File: config.mk
export PLATFORM = sky130hd
export DESIGN_NAME = tear_trigger
export DESIGN_NICKNAME = d
export VERILOG_FILES = /design/src/rtl/tear_pkg.sv /design/src/rtl/tear_datapath.sv /design/src/rtl/tear_control.sv /design/src/rtl/tear_trigger.sv
export SDC_FILE = /design/constraint.sdc
export NUM_CORES = 1
export LEC_CHECK = 0
export CAP_MARGIN = 20
export CORE_MARGIN = 2
export CORE_UTILIZATION = 32
export CTS_CLUSTER_SIZE = 28
export DETAILED_ROUTE_END_ITERATION = 12
export PLACE_DENSITY_LB_ADDON = 0.12
export SYNTH_ARGS = -nofsm -noshare
export SYNTH_HDL_FRONTEND = slang
export SYNTH_HIERARCHICAL = 1
export SYNTH_SLANG_ARGS = --single-unit
File: constraint.sdc
create_clock -name clk -period 5.9 [get_ports clk]
set_input_delay 1.475 -clock clk [delete_from_list [all_inputs] [get_ports clk]]
set_output_delay 1.475 -clock clk [all_outputs]
set_load 0.02 [all_outputs]
File: src/rtl/tear_pkg.sv
package tear_pkg;
  typedef enum logic [1:0] {
    SRC_INTERNAL = 2'd0,
    SRC_DUAL     = 2'd1,
    SRC_VONLY    = 2'd2,
    SRC_OFF      = 2'd3
  } trigSrc_e;

  typedef struct packed {
    logic actHigh;
    logic lineClr;
    logic lineInc;
  } dpCtl_t;
endpackage

File: src/rtl/tear_datapath.sv
module tear_datapath
  import tear_pkg::*;
#(
  parameter int PULSE_W = 6,
  parameter int LINE_W  = 11
) (
  input  logic               clk,
  input  logic               rstN,
  input  logic               teIn,
  input  dpCtl_t             ctl,
  input  logic [PULSE_W-1:0] vsWidth,
  input  logic [PULSE_W-1:0] hsWidth,
  output logic               vsEv,
  output logic               hsEv,
  output logic [LINE_W-1:0]  lineCnt,
  output logic               lineValid
);
  localparam logic [PULSE_W-1:0] PCNT_MAX = {PULSE_W{1'b1}};
  localparam logic [LINE_W-1:0]  LINE_MAX = {LINE_W{1'b1}};

  logic [1:0]         syncQ;
  logic               active;
  logic               prevActive;
  logic [PULSE_W-1:0] pulseCnt;
  logic               pulseEnd;
  logic               longEnough;

  always_ff @(posedge clk) begin
    if (!rstN) syncQ <= 2'b00;
    else       syncQ <= {syncQ[0], teIn};
  end

  assign active = (syncQ[1] == ctl.actHigh);

  always_ff @(posedge clk) begin
    if (!rstN) begin
      prevActive <= 1'b0;
      pulseCnt   <= '0;
    end else begin
      prevActive <= active;
      if (!active)                  pulseCnt <= '0;
      else if (pulseCnt != PCNT_MAX) pulseCnt <= pulseCnt + 1'b1;
    end
  end

  assign pulseEnd   = prevActive && !active;
  assign longEnough = (pulseCnt >= vsWidth);
  assign vsEv       = pulseEnd && longEnough;
  assign hsEv       = pulseEnd && !longEnough && (pulseCnt >= hsWidth);

  always_ff @(posedge clk) begin
    if (!rstN) begin
      lineCnt   <= '0;
      lineValid <= 1'b0;
    end else if (ctl.lineClr) begin
      lineCnt   <= '0;
      lineValid <= 1'b1;
    end else if (ctl.lineInc && lineCnt != LINE_MAX) begin
      lineCnt <= lineCnt + 1'b1;
    end
  end

  a_r3_width_restart: assert property (@(posedge clk) disable iff (!rstN)
    !active |=> (pulseCnt == '0));
  a_r4_line_clear: assert property (@(posedge clk) disable iff (!rstN)
    ctl.lineClr |=> (lineCnt == '0) && lineValid);
  a_r4_line_step: assert property (@(posedge clk) disable iff (!rstN)
    (ctl.lineInc && !ctl.lineClr && lineCnt != LINE_MAX) |=> (lineCnt == $past(lineCnt) + 1'b1));
endmodule

File: src/rtl/tear_control.sv
module tear_control
  import tear_pkg::*;
#(
  parameter int LINE_W = 11
) (
  input  logic              clk,
  input  logic              rstN,
  input  logic [1:0]        trigMode,
  input  logic              vsActiveHigh,
  input  logic              hsActiveHigh,
  input  logic [LINE_W-1:0] lineTarget,
  input  logic              xferEnable,
  input  logic              vsEv,
  input  logic              hsEv,
  input  logic [LINE_W-1:0] lineCnt,
  input  logic              lineValid,
  output dpCtl_t            ctl,
  output logic              startTrig
);
  localparam logic [LINE_W-1:0] LINE_MAX = {LINE_W{1'b1}};

  trigSrc_e          src;
  logic              enQ;
  logic              enRise;
  logic              armed;
  logic              hit;
  logic [LINE_W-1:0] nextLine;

  assign src      = trigSrc_e'(trigMode);
  assign enRise   = xferEnable && !enQ;
  assign nextLine = lineCnt + 1'b1;

  always_comb begin
    ctl.actHigh = (src == SRC_DUAL) ? hsActiveHigh : vsActiveHigh;
    ctl.lineClr = vsEv && (src == SRC_DUAL);
    ctl.lineInc = hsEv && (src == SRC_DUAL) && lineValid;
  end

  always_comb begin
    unique case (src)
      SRC_INTERNAL: hit = enRise;
      SRC_DUAL:     hit = armed && ((vsEv && lineTarget == '0) ||
                          (hsEv && lineValid && lineCnt != LINE_MAX && nextLine == lineTarget));
      SRC_VONLY:    hit = armed && vsEv;
      default:      hit = 1'b0;
    endcase
  end

  always_ff @(posedge clk) begin
    if (!rstN) begin
      enQ       <= 1'b0;
      armed     <= 1'b0;
      startTrig <= 1'b0;
    end else begin
      enQ       <= xferEnable;
      startTrig <= hit;
      if (!xferEnable)  armed <= 1'b0;
      else if (enRise)  armed <= 1'b1;
      else if (hit)     armed <= 1'b0;
    end
  end

  a_r6_single_pulse: assert property (@(posedge clk) disable iff (!rstN)
    startTrig |=> !startTrig);
  a_r6_needs_arm: assert property (@(posedge clk) disable iff (!rstN)
    (startTrig && $past(trigMode) != SRC_INTERNAL) |-> ($past(armed) && !armed));
  a_r9_off_silent: assert property (@(posedge clk) disable iff (!rstN)
    (trigMode == SRC_OFF) |=> !startTrig);
endmodule

File: src/rtl/tear_trigger.sv
module tear_trigger
  import tear_pkg::*;
#(
  parameter int PULSE_W = 6,
  parameter int LINE_W  = 11
) (
  input  logic               clk,
  input  logic               rstN,
  input  logic               teIn,
  input  logic [1:0]         trigMode,
  input  logic               vsActiveHigh,
  input  logic               hsActiveHigh,
  input  logic [PULSE_W-1:0] vsWidth,
  input  logic [PULSE_W-1:0] hsWidth,
  input  logic [LINE_W-1:0]  lineTarget,
  input  logic               xferEnable,
  output logic               startTrig
);
  dpCtl_t            ctl;
  logic              vsEv;
  logic              hsEv;
  logic [LINE_W-1:0] lineCnt;
  logic              lineValid;

  tear_datapath #(.PULSE_W(PULSE_W), .LINE_W(LINE_W)) u_dp (
    .clk(clk), .rstN(rstN), .teIn(teIn), .ctl(ctl),
    .vsWidth(vsWidth), .hsWidth(hsWidth),
    .vsEv(vsEv), .hsEv(hsEv), .lineCnt(lineCnt), .lineValid(lineValid)
  );

  tear_control #(.LINE_W(LINE_W)) u_ctl (
    .clk(clk), .rstN(rstN), .trigMode(trigMode),
    .vsActiveHigh(vsActiveHigh), .hsActiveHigh(hsActiveHigh),
    .lineTarget(lineTarget), .xferEnable(xferEnable),
    .vsEv(vsEv), .hsEv(hsEv), .lineCnt(lineCnt), .lineValid(lineValid),
    .ctl(ctl), .startTrig(startTrig)
  );
endmodule

[Yosys cells after proc, flatten, opt, wreduce, memory -nomap -nowiden]
Index checks and enable logic that the tools add are counted.
Storage, ports and cells
  latch bits: 0
  flip-flop bits (word level): 24
  bits in writable memories: 0
  memories kept: 0
  word-level logic and storage cells: 48
  memory bits (read-only): 0
Cells by class
  div/mod/pow operators: 0
  equal/unequal tests: 6
  reductions and logical operators: 25
  $lt $le $gt $ge: 2
  bitwise operators: 1
  muxes and demuxes: 4
  shift operators: 0
  $add $sub $neg: 2
  multipliers: 0
Operators by type and width (number)
  $logic_and 1x1->1: 15
  $ge 6x6->1: 2
  $add 11x1->11 const B: 1
  $eq 11x11->1: 1
  $logic_not 11->1: 1
  $ne 11x11->1 const B: 1
  $add 6x1->6 const B: 1
  $ne 6x6->1 const B: 1
  $reduce_and 2->1: 2
  $logic_not 1->1: 3
  $mux 1: 3
  $pmux 1 s3: 1
  $eq 2x1->1 const B: 1
  $eq 2x2->1 const B: 1
  $logic_not 2->1: 1
  $reduce_bool 2->1: 1
  $reduce_or 2->1: 1
  $eq 1x1->1: 1
  $logic_or 1x1->1: 1
  $not 1->1: 1

[Depth between registers and ports, before layout]
  word-level depth: 15
  mapped depth: 12

[By module]
Netlist, hierarchy kept.
By module, submodules not included
  tear_datapath: cells each 133, instances 1, area an instance 1199.9 sq um
  tear_control: cells each 83, instances 1, area an instance 625.6 sq um

[Worst setup path after synthesis]
Ideal clock, no wire load.
  path type: input to register
  from: input port trigMode[1]
  to: register u_ctl.armed
  path slack: 1.879 ns
  setup time: 0.130 ns
  required time: 5.770 ns
  buffers on the path: 0
  cell stages on the path: 12
  arrival: 3.891 ns
  cell sequence: inv_1 > ha_1 > mux2_2 > xnor2_1 > nand2b_1 > a2111oi_0 > nand2_1 > a2111oi_0 > nand3_1 > a2111o_1 > a2111oi_2 > o32ai_1
RTL lines
  from (decl): line tear_trigger.sv:10  | input logic [1:0] trigMode,
  to (signal assigned): line tear_control.sv:52  | armed <= 1'b0;
  to (signal assigned): line tear_control.sv:57  | if (!xferEnable) armed <= 1'b0;
  to (signal assigned): line tear_control.sv:58  | else if (enRise) armed <= 1'b1;
  to (decl): line tear_control.sv:25  | logic armed;

==> flow_metrics.py <==
metrics = {
    "worst_setup_path": {
        "cp-start-kind": "input pin",
        "cpPeakStageDelay_ns": 0.49,
        "cp_slowest_cell": "a2111oi_0",
        "cp_max_fo": 3,
        "crit_path_end_kind": "register",
        "worstPathArrival_ns": 4.67,
        "worst-setup-path-type": "input pin to register",
        "crit_buf_inv": 2,
        "rr_startpoint": "u_dp/pulseCnt[0]",
        "r2r_slack_ns": 2.66,
        "critical-path-top-delay-family": "compound AO/OA/AOI/OAI gates",
        "cp_data_required_time_ns": 6.05,
        "ff2ff_path_depth": 12,
        "cp_cell_sequence": "clkdlybuf4s50_1, inv_1, ha_1, mux2_2, xnor2_1, nand2b_1, a2111oi_0, nand2_1, a2111oi_0, nand3_1, a2111o_1, a2111oi_2, o32ai_1",
        "worst_path_most_repeated_cell": "a2111oi_0",
        "timing.rr.end": "u_ctl/armed",
    },
    "global_routing": {
        "grt_max_degree": 15,
        "grt_pass1_vias": 1555,
        "grt_antenna_before_repair": 0,
        "overflow": 0,
        "grt_first_pass_wirelength_mm": 7.265,
        "grt_util_all_layers": 0.1421,
    },
    "synth": {
        "seq_area_frac_synth": 0.2632,
        "synthesis.area_um2": 1826,
        "ys_ff_latch": 24,
        "avgSynthCellArea_um2": 8.451,
        "ys_warn_count": 6,
        "netlist_instances": 216,
        "syn-num-nets": 266,
        "ys_types": 49,
    },
    "finish": {
        "final_common_cell": "clkdlybuf4s50_1",
        "syn2layout_area_growth_pct": 25.63,
        "drive_gt1_frac": 0.07200,
        "nFillCells": 554,
        "fin_nets": 301,
        "regArea_um2": 480.5,
        "fin_util": 0.4165,
        "multi_input_area_um2": 1262,
        "antennaDiodeCount": 0,
        "fin_cells": 322,
        "layout_common_cells": "clkdlybuf4s50_1, dfxtp_1, inv_1, nor2_1, ha_1",
    },
    "min_path": {
        "hold_depth": 1,
        "hold_path_end": "u_dp/syncQ[1]",
        "worstHoldStart": "u_dp/syncQ[0]",
        "min_path_type": "register to register",
    },
    "detailed_routing": {
        "dr.pass1.iters": 4,
        "drtIter0Drc": 75,
        "vias": 1632,
        "vias_per_cell": 5.068,
        "routed_wl_mm": 4.186,
        "drc": 0,
        "ant_nets": 0,
        "wl_per_cell_um": 13.00,
    },
    "clock_tree": {
        "clk_pin_slew_worst_paths_ns": 0.09,
        "cts_num_sinks": 24,
        "cts-resized-gates": 0,
        "hold_buffers": 0,
        "clkLatencyLatePin_ns": 0.27,
        "cts_root_buf": "clkbuf_8",
        "h-tree-depth": 1,
        "post_cts_buffers": 0,
        "cts_buffers": 3,
        "tritoncts": "built",
        "cts_buffer_depth": 2,
    },
    "flow_run": {
        "cap_violations": 0,
    },
    "sta": {
        "tightest_slew_ns": 0.5285,
        "fin_tns_setup_ns": 0,
        "fin_crit_sh": 0.7657,
        "fmax_ghz": 0.2213,
        "max_slew_margin": 0.6386,
        "slew_violations": 0,
        "fin_skew_ns": 0.006344,
        "rsz0062_at_grt": "false",
        "hold_viol": 0,
        "min_period_ns": 4.518,
        "finalSetupViolCount": 0,
    },
    "floorplanning": {
        "die_area_um2": 6325,
        "die_w_um": 79.53,
        "ios": 32,
        "core_um2": 5507,
        "die_h_um": 79.53,
        "rows": 27,
        "initial_utilization": 0.3315,
    },
    "pwr": {
        "powerDensity_nw_per_um2": 158.7,
        "p_leak_uw": 0.0009002,
        "power.total_uw": 364.1,
        "ir_drop_uv": 75.01,
    },
    "placement": {
        "gp_congestion": 0.8241,
        "dp_cells": 318,
        "dp_hpwl_mm": 3.333,
        "portBuffers": 31,
    },
    "run_status": {
        "status": "complete, no violations",
    },
}
power breakdown:
group	switching, µW	total [µW]	internal, µW
logic	22.4	53.6	31.1
registers	1.93	167	165
clock network	52.7	143	90.7
cell type report:
type	instances	area share
Clock inverter	1	0.01309
Tap cell	72	0.03928
Multi-Input combinational cell	170	0.5505
Sequential cell	24	0.2095
Inverter	21	0.03437
Timing Repair Buffer	31	0.1353
Clock buffer	3	0.01800
worst max path at each step:
stage	slack, ns	cells past startpoint	end	from
final	1.38	13	u_ctl/armed	trigMode[1]
after global routing	1.0	13	u_ctl/armed	trigMode[1]
after global placement	1.11	13	u_ctl/armed	trigMode[1]
after detailed placement	1.04	13	u_ctl/armed	trigMode[1]
after CTS	1.32	13	u_ctl/armed	trigMode[1]
after floorplan	1.88	12	u_ctl/armed	trigMode[1]
sequential cells by signal, indices dropped and copies added, names as in the netlist:
signal / flops
u_ctl/armed: 1
u_dp/lineCnt: 11
u_dp/pulseCnt: 6
u_ctl/enQ: 1
u_dp/syncQ: 2
u_dp/lineValid: 1
u_ctl/startTrig: 1
u_dp/prevActive: 1
routing by layer:
layer | wire, µm | global-route usage | vias up
met4 | 24 | 0.04138 | 0
met2 | 1950 | 0.2294 | 28
met5 | 0 | 0 | -
met1 | 2066 | 0.1985 | 739
li1 | - | - | 863
met3 | 145 | 0.01584 | 2
cell usage after synthesis (all sizes together):
cell type / instances / share of area
dfxtp: 24 / 0.26
inv: 21 / 0.043
nor2: 21 / 0.043
ha: 19 / 0.13
nand2: 13 / 0.027
nand3: 12 / 0.040
nor3: 10 / 0.030
xor2: 9 / 0.043
xnor2: 8 / 0.038
a31oi: 7 / 0.024
mux2i: 6 / 0.033
o21ai: 6 / 0.016
a2111oi: 5 / 0.031
and2: 5 / 0.020
nand2b: 5 / 0.017
nand4: 5 / 0.021
a21oi: 4 / 0.011
and3: 4 / 0.014
a211oi: 3 / 0.012
nor4: 3 / 0.010
nor2b: 2 / 0.0069
nor3b: 2 / 0.0082
o211a: 2 / 0.011
o41ai: 2 / 0.020
or3: 2 / 0.0075
a2111o: 1 / 0.0062
a211o: 1 / 0.0055
a21o: 1 / 0.0041
a311oi: 1 / 0.0048
and4: 1 / 0.0048
clkbuf: 1 / 0.0021
mux2: 1 / 0.0062
nand3b: 1 / 0.0041
nor4b: 1 / 0.0082
o2111ai: 1 / 0.0048
o211ai: 1 / 0.0041
o21a: 1 / 0.0041
o311a: 1 / 0.0062
o31a: 1 / 0.0048
o31ai: 1 / 0.0041
o32ai: 1 / 0.0048
stage by stage:
step	instance area (µm²)	hold WS, ns	setup slack [ns]
after global placement	2222	0.4306	1.112
after CTS	2293	0.4493	1.321
after global routing	2293	0.4715	0.9988
final	2293	0.4441	1.382
after floorplan	1826	0.4118	1.879
after detailed placement	2222	0.4242	1.041
cell families after synthesis:
kind of cell             Yosys count  share of synthesized area
flip-flops                        24                     0.2632
adder cells (fa/ha/maj)           19                     0.1302
multiplexers                       7                    0.03907
AO/OA/AOI/OAI                     40                     0.1789
AND/OR/NAND/NOR                   87                     0.2618
buffers and inverters             22                    0.04524
XOR/XNOR                          17                    0.08157
worst register-to-register path, delay by kind of cell (launching register included):
kind | cells | cell delay, ns
AOI/OAI and AO/OA | 6 | 1.68
adders and majority gates | 1 | 0.27
buffers and inverters | 1 | 0.09
DFF | 1 | 0.37
and+or+nand+nor | 4 | 0.72
Power figures use the tool's default switching activity.
